[src/rtl/sar_seq_pkg.sv]
package sar_seq_pkg;
  localparam int unsigned CTRL_START = 0;
  localparam int unsigned CTRL_FLAG  = 1;
  localparam int unsigned CTRL_IE    = 2;
  localparam int unsigned CTRL_SCAN  = 3;
  localparam int unsigned CTRL_CH_LO = 4;
  localparam int unsigned CTRL_DV_LO = 8;

  typedef enum logic [1:0] {
    SRC_NONE,
    SRC_SW,
    SRC_TRIG
  } start_src_e;
endpackage

[src/rtl/sar_edge_sync.sv]
module sar_edge_sync #(
  parameter int unsigned STAGES = 2
) (
  input  logic clk_i,
  input  logic rst_ni,
  input  logic async_i,
  output logic rise_o
);
  logic [STAGES:0] sync_q;

  always_ff @(posedge clk_i or negedge rst_ni) begin
    if (!rst_ni) sync_q <= '0;
    else         sync_q <= {sync_q[STAGES-1:0], async_i};
  end

  assign rise_o = sync_q[STAGES-1] & ~sync_q[STAGES];
endmodule

[src/rtl/sar_step_engine.sv]
module sar_step_engine #(
  parameter int unsigned RES  = 10,
  parameter int unsigned DIVW = 4
) (
  input  logic            clk_i,
  input  logic            rst_ni,
  input  logic            start_i,
  input  logic            abort_i,
  input  logic [DIVW-1:0] div_i,
  input  logic            cmp_i,
  output logic [RES-1:0]  dac_o,
  output logic            busy_o,
  output logic            done_o,
  output logic [RES-1:0]  result_o
);
  localparam int unsigned BW = $clog2(RES);

  logic [RES-1:0]  trial_q;
  logic [BW-1:0]   bit_q;
  logic [DIVW-1:0] cnt_q;
  logic            busy_q;
  logic            done_q;
  logic [RES-1:0]  res_q;
  logic [RES-1:0]  decided;

  always_comb begin
    decided = trial_q;
    if (!cmp_i) decided[bit_q] = 1'b0;
  end

  always_ff @(posedge clk_i or negedge rst_ni) begin
    if (!rst_ni) begin
      trial_q <= '0;
      bit_q   <= '0;
      cnt_q   <= '0;
      busy_q  <= 1'b0;
      done_q  <= 1'b0;
      res_q   <= '0;
    end else begin
      done_q <= 1'b0;
      if (abort_i) begin
        busy_q  <= 1'b0;
        trial_q <= '0;
      end else if (start_i) begin
        busy_q  <= 1'b1;
        trial_q <= RES'(1) << (RES-1);
        bit_q   <= BW'(RES-1);
        cnt_q   <= '0;
      end else if (busy_q) begin
        if (cnt_q == div_i) begin
          cnt_q <= '0;
          if (bit_q == '0) begin
            busy_q  <= 1'b0;
            done_q  <= 1'b1;
            res_q   <= decided;
            trial_q <= '0;
          end else begin
            trial_q                 <= decided;
            trial_q[bit_q - 1'b1]   <= 1'b1;
            bit_q                   <= bit_q - 1'b1;
          end
        end else begin
          cnt_q <= cnt_q + 1'b1;
        end
      end
    end
  end

  assign dac_o    = trial_q;
  assign busy_o   = busy_q;
  assign done_o   = done_q;
  assign result_o = res_q;
endmodule

[src/rtl/sar_result_bank.sv]
module sar_result_bank #(
  parameter int unsigned NCH = 8,
  parameter int unsigned RES = 10,
  localparam int unsigned CHW = $clog2(NCH)
) (
  input  logic           clk_i,
  input  logic           rst_ni,
  input  logic           we_i,
  input  logic [CHW-1:0] wch_i,
  input  logic [RES-1:0] wdata_i,
  input  logic [CHW-1:0] rch_i,
  output logic [RES-1:0] rdata_o
);
  logic [RES-1:0] res_q [NCH];

  for (genvar g = 0; g < NCH; g++) begin : g_ch
    always_ff @(posedge clk_i or negedge rst_ni) begin
      if (!rst_ni)                       res_q[g] <= '0;
      else if (we_i && wch_i == CHW'(g)) res_q[g] <= wdata_i;
    end
  end

  assign rdata_o = res_q[rch_i];
endmodule

[src/rtl/sar_seq_top.sv]
module sar_seq_top
  import sar_seq_pkg::*;
#(
  parameter int unsigned NCH    = 8,
  parameter int unsigned RES    = 10,
  parameter int unsigned DIVW   = 4,
  parameter int unsigned DW     = 16,
  parameter int unsigned STAGES = 2,
  localparam int unsigned CHW   = $clog2(NCH),
  localparam int unsigned AW    = CHW + 1
) (
  input  logic           clk_i,
  input  logic           rst_ni,
  input  logic           reg_we_i,
  input  logic           reg_re_i,
  input  logic [AW-1:0]  reg_addr_i,
  input  logic [DW-1:0]  reg_wdata_i,
  output logic [DW-1:0]  reg_rdata_o,
  input  logic           tim_trig_i,
  input  logic           ext_trig_i,
  input  logic           cmp_i,
  output logic [RES-1:0] dac_code_o,
  output logic [CHW-1:0] chan_sel_o,
  output logic           irq_o
);
  localparam int unsigned NTRIG = 2;

  logic             busy_q, flag_q, armed_q, ie_q, scan_q, go_q;
  logic [CHW-1:0]   chan_q, cur_ch_q;
  logic [DIVW-1:0]  div_q;
  logic [NTRIG-1:0] trig_raw, trig_rise;
  logic             trig_any, ctrl_wr, ctrl_rd, abort, eng_busy, eng_done;
  logic             res_we, flag_set, flag_clr, pass_end;
  logic [RES-1:0]   eng_result, bank_rdata;
  logic [CHW-1:0]   wr_ch;
  start_src_e       src;

  assign trig_raw = {ext_trig_i, tim_trig_i};

  for (genvar t = 0; t < NTRIG; t++) begin : g_trig
    sar_edge_sync #(.STAGES(STAGES)) i_sync (
      .clk_i  (clk_i),
      .rst_ni (rst_ni),
      .async_i(trig_raw[t]),
      .rise_o (trig_rise[t])
    );
  end

  assign trig_any = |trig_rise;
  assign ctrl_wr  = reg_we_i && (reg_addr_i == '0);
  assign ctrl_rd  = reg_re_i && (reg_addr_i == '0);
  assign abort    = busy_q && ctrl_wr && !reg_wdata_i[CTRL_START];
  assign pass_end = !scan_q || (cur_ch_q == chan_q);
  assign res_we   = busy_q && eng_done && !abort;
  assign flag_set = res_we && pass_end;
  assign flag_clr = ctrl_wr && !reg_wdata_i[CTRL_FLAG] && armed_q;

  always_comb begin
    src = SRC_NONE;
    if (!busy_q) begin
      if (ctrl_wr && reg_wdata_i[CTRL_START]) src = SRC_SW;
      else if (trig_any)                      src = SRC_TRIG;
    end
  end

  always_ff @(posedge clk_i or negedge rst_ni) begin
    if (!rst_ni) begin
      busy_q   <= 1'b0;
      go_q     <= 1'b0;
      ie_q     <= 1'b0;
      scan_q   <= 1'b0;
      chan_q   <= '0;
      div_q    <= '0;
      cur_ch_q <= '0;
    end else begin
      go_q <= 1'b0;
      if (ctrl_wr) ie_q <= reg_wdata_i[CTRL_IE];
      if (!busy_q && ctrl_wr) begin
        scan_q <= reg_wdata_i[CTRL_SCAN];
        chan_q <= reg_wdata_i[CTRL_CH_LO +: CHW];
        div_q  <= reg_wdata_i[CTRL_DV_LO +: DIVW];
      end
      unique case (src)
        SRC_SW: begin
          busy_q   <= 1'b1;
          go_q     <= 1'b1;
          cur_ch_q <= reg_wdata_i[CTRL_SCAN] ? '0 : reg_wdata_i[CTRL_CH_LO +: CHW];
        end
        SRC_TRIG: begin
          busy_q   <= 1'b1;
          go_q     <= 1'b1;
          cur_ch_q <= scan_q ? '0 : chan_q;
        end
        default: begin
          if (abort) begin
            busy_q <= 1'b0;
          end else if (res_we) begin
            if (!scan_q) begin
              busy_q <= 1'b0;
            end else begin
              go_q     <= 1'b1;
              cur_ch_q <= pass_end ? '0 : cur_ch_q + 1'b1;
            end
          end
        end
      endcase
    end
  end

  always_ff @(posedge clk_i or negedge rst_ni) begin
    if (!rst_ni) begin
      flag_q  <= 1'b0;
      armed_q <= 1'b0;
    end else if (flag_set) begin
      flag_q  <= 1'b1;
      armed_q <= 1'b0;
    end else if (flag_clr) begin
      flag_q  <= 1'b0;
      armed_q <= 1'b0;
    end else if (ctrl_rd && flag_q) begin
      armed_q <= 1'b1;
    end
  end

  sar_step_engine #(.RES(RES), .DIVW(DIVW)) i_engine (
    .clk_i   (clk_i),
    .rst_ni  (rst_ni),
    .start_i (go_q),
    .abort_i (abort),
    .div_i   (div_q),
    .cmp_i   (cmp_i),
    .dac_o   (dac_code_o),
    .busy_o  (eng_busy),
    .done_o  (eng_done),
    .result_o(eng_result)
  );

  assign wr_ch = cur_ch_q;

  sar_result_bank #(.NCH(NCH), .RES(RES)) i_bank (
    .clk_i  (clk_i),
    .rst_ni (rst_ni),
    .we_i   (res_we),
    .wch_i  (wr_ch),
    .wdata_i(eng_result),
    .rch_i  (reg_addr_i[CHW-1:0]),
    .rdata_o(bank_rdata)
  );

  always_comb begin
    reg_rdata_o = '0;
    if (reg_addr_i[AW-1]) begin
      reg_rdata_o = DW'(bank_rdata);
    end else if (reg_addr_i == '0) begin
      reg_rdata_o[CTRL_START]            = busy_q;
      reg_rdata_o[CTRL_FLAG]             = flag_q;
      reg_rdata_o[CTRL_IE]               = ie_q;
      reg_rdata_o[CTRL_SCAN]             = scan_q;
      reg_rdata_o[CTRL_CH_LO +: CHW]     = chan_q;
      reg_rdata_o[CTRL_DV_LO +: DIVW]    = div_q;
    end
  end

  assign chan_sel_o = cur_ch_q;
  assign irq_o      = flag_q & ie_q;
endmodule

[config.mk]
export PLATFORM = sky130hd
export DESIGN_NAME = sar_seq_top
export DESIGN_NICKNAME = d
export VERILOG_FILES = /design/src/rtl/sar_seq_pkg.sv /design/src/rtl/sar_edge_sync.sv /design/src/rtl/sar_step_engine.sv /design/src/rtl/sar_result_bank.sv /design/src/rtl/sar_seq_top.sv
export SDC_FILE = /design/constraint.sdc
export NUM_CORES = 1
export LEC_CHECK = 0
export BUFFER_PORTS_ARGS = -buffer_cell sky130_fd_sc_hd__buf_2
export CORE_ASPECT_RATIO = 0.7
export CORE_UTILIZATION = 46
export CTS_CLUSTER_SIZE = 25
export DETAILED_ROUTE_END_ITERATION = 10
export PLACE_DENSITY = 0.63
export SYNTH_ARGS = -nofsm -noshare
export SYNTH_HDL_FRONTEND = slang
export SYNTH_HIERARCHICAL = 1
export SYNTH_SLANG_ARGS = --single-unit
[constraint.sdc]
create_clock -name clk_i -period 2 [get_ports clk_i]
set_input_delay 0.2 -clock clk_i [delete_from_list [all_inputs] [get_ports clk_i]]
set_output_delay 0.2 -clock clk_i [all_outputs]
set_load 0.1 [all_outputs]
==> impl_metrics.json <==
{
  "p_sw_w": 0.004000,
  "power_frac_seq": 0.357,
  "synth_cells": 509,
  "route.detailed.drc": 0,
  "final.setup.worst_slack_ps": -185.0,
  "clockRootBuffer": "clkbuf_16",
  "grt_pass1_wl_um": 24740,
  "vdd_drop_max_uv": 1135,
  "maxCapViolCount": 0,
  "antenna_left": 0,
  "yosys_warnings": 6,
  "vias": 4496,
  "cp_max_fo": 2,
  "die_area_um2": 14700,
  "rsz0062_at_grt": "true",
  "ctsLongestPathBuffers": 2,
  "clkTransAtPathRegs_ps": 60,
  "hold_viol": 0,
  "holdPathStages": 2,
  "endpoint_kind": "output port",
  "ys_ff_latch": 132,
  "grt_antenna_before_repair": 0,
  "power_frac_clock": 0.298,
  "synth_edf_count": 0,
  "floorplan.initialDensity": 0.4713,
  "core-area_um2": 13870,
  "track_usage": 0.2285,
  "p_per_area_nw_per_um2": 1278,
  "grt_max_degree": 71,
  "syn_avg_cell_area_um2": 12.85,
  "cts_buffers": 17,
  "required_ps": 1800,
  "nets": 637,
  "drive_gt1_frac": 0.4504,
  "drtIter0Drc": 227,
  "n_antenna_cell": 0,
  "finalCritPeriodShare": 1.092,
  "die_x_um": 144.5,
  "start_kind": "flip-flop",
  "clock-sinks": 132,
  "comb_power_share": 0.344,
  "maxSlewViolCount": 0,
  "critPathArrivalTime_ps": 1980,
  "r2r.worst_path.cells": 5,
  "sw_frac_of_total": 0.3806,
  "grt_overflow": 0,
  "viasPerCell": 5.585,
  "area_growth_pct": 25.74,
  "max_freq_ghz": 0.4577,
  "leakagePower_nw": 3.923,
  "netlist_area_um2": 6539,
  "critical_path_class": "reg -> out",
  "tritoncts": "yes",
  "pre_cts_ws_ps": -121.8,
  "synthDistinctLibCells": 62,
  "avgRoutedWirePerCell_um": 19.01,
  "gp_congestion": 0.8364,
  "rows": 36,
  "finalSetupViolCount": 10,
  "portBuffers": 47,
  "power.internal_w": 0.006511,
  "hold_ws_ps": 11.47,
  "hpwl_um": 10280,
  "synthFlopType": "dfrtp_1",
  "status": "finished, violations left",
  "fin_crit_ps": 2185,
  "insertion_delay_ps": 410,
  "hold_class": "in -> reg",
  "fin_skew_ps": 8.395,
  "grt_pass1_vias": 4676,
  "violations": "negative setup slack",
  "io_pins": 57,
  "fp.dieH_um": 101.8,
  "drt_first_pass_iters": 4,
  "seq_area_frac_synth": 0.5052,
  "routed_wl_um": 15310,
  "h-tree-depth": 4,
  "ys_async_sr_fraction": 1.000
}
## cell type report
type | instances | area (um2)
fill | 1121 | 5652
sequential | 132 | 3307
multi-input combinational | 337 | 3097
timing repair buffer | 100 | 925.9
clock buffer | 18 | 439.2
tap | 190 | 237.7
clock inverter | 13 | 158.9
inverter | 15 | 56.30
## stage by stage
stage          TNS [ps]  std cells  instance area [um2]  utilization  total power, W
3_5_place_dp      -2478        761                 7321       0.5277        0.007199
6_report          -1271        805                 8222       0.5926         0.01051
2_1_floorplan    -847.7        512                 6554            -        0.006091
4_1_cts           -1468        801                 8153       0.5877         0.01049
3_3_place_gp      -2074        761                 7321       0.5277        0.007102
5_1_grt           -1834        805                 8222       0.5926         0.01107
## power by group through the flow
stage	registers [W]	logic (W)	clock network (W)
after global routing	0.00383	0.00391	0.00333
after floorplan	0.00424	0.00185	0
final	0.00375	0.00362	0.00314
after detailed placement	0.00377	0.00343	0
after CTS	0.00374	0.00356	0.00318
after global placement	0.00373	0.00337	0
## cells in the final DEF, fill, tap and decap left out, types with 4 or more instances in the layout
master	instances
a22o_1	4
a31oi_1	8
buf_12	20
mux4_2	20
nand3_1	6
o21ai_1	8
nor2_1	16
o21ai_0	25
a21oi_1	14
inv_1	14
buf_2	34
ha_1	6
nor2b_1	5
dlygate4sd3_1	4
clkinv_2	4
dfrtp_1	129
nand2_1	36
and2_1	4
clkbuf_16	17
buf_4	42
mux2_2	85
xor2_1	7
mux2_4	9
conb_1	4
or3b_2	4
nor3_1	7
mux2_1	7
## registers in the layout, summed over array words and instances (netlist names), 3 cells and up
signal / cells
i_engine/cnt_q: 4
chan_q: 3
chan_sel_o: 3
i_engine/bit_q: 4
i_bank/res_q: 80
g_trig.i_sync/sync_q: 6
i_engine/dac_o: 10
div_q: 4
i_engine/result_o: 10
## cell families after synthesis
logic type | after synthesis | synth area share
AOI/OAI and AO/OA | 85 | 0.08324
adders and majority gates | 7 | 0.01339
other | 1 | 0.0005735
and+or+nand+nor | 110 | 0.09855
buffers and inverters | 43 | 0.03081
DFF | 132 | 0.5052
muxes | 124 | 0.2589
xor gates and xnor gates | 7 | 0.009376
## routing by layer
| layer | share of wire | track usage | wire length, um | vias to the layer above |
|---|---|---|---|---|
| met5 | 0 | 0 | 0 | - |
| met3 | 0.044 | 0.05485 | 669 | 10 |
| met1 | 0.47 | 0.3119 | 7218 | 2311 |
| met4 | 0.0057 | 0.04858 | 87 | 0 |
| met2 | 0.48 | 0.3728 | 7332 | 118 |
| li1 | - | - | - | 2057 |
## worst max-delay path, stage by stage, from the launching register on
cell and delay (ps):
dfrtp_1 380, mux4_2 480, mux2_4 290, a22o_4 260
buf_12 160
## path summary, 6_finish.rpt
check,startpoint,endpoint,slack (ps)
max in group asynchronous,rst_ni,i_engine/result_o[1],1220
max,i_bank/res_q[34],reg_rdata_o[4],-180
max reg2reg,i_engine/bit_q[0],i_engine/bit_q[1],70
min in group asynchronous,rst_ni,chan_q[1],170
min,reg_wdata_i[8],div_q[0],10
min reg2reg,g_trig[0].i_sync/sync_q[0],g_trig[0].i_sync/sync_q[1],340
## cells in the mapped netlist (2+ instances only)
library cell	number	area [um2]
a21boi_1	2	15.01
a21oi_1	14	70.07
a22o_1	7	61.31
a31oi_1	8	50.05
and2_1	5	31.28
and3_1	2	12.51
and4bb_2	3	37.54
buf_1	3	11.26
buf_2	8	40.04
buf_4	4	30.03
buf_6	2	22.52
clkbuf_1	11	41.29
dfrtp_1	132	3303
ha_1	7	87.58
inv_1	14	52.55
mux2_1	7	78.83
mux2_2	94	1059
mux2i_1	3	30.03
mux4_1	20	525.5
nand2_1	38	142.6
nand3_1	6	30.03
nand4_1	2	12.51
nand4b_1	3	26.28
nor2_1	16	60.06
nor2b_1	5	31.28
nor2b_4	2	27.53
nor3_1	7	35.03
nor3b_1	2	15.01
nor4_4	2	42.54
nor4b_1	2	17.52
o211ai_1	3	22.52
o21ai_0	25	125.1
o21ai_1	10	50.05
or3_1	3	18.77
or3b_2	4	35.03
xor2_1	7	61.31
## repair_timing
action	4_1_cts	5_1_grt
gates resized for setup	77	9
hold endpoints to repair	134	1
hold buffers	3	1
cloned	0	0
setup buffers	6	3
pin swaps	9	1
endpoints found under the setup margin	10	29
Note: power is estimated with default switching activity, not from simulation.
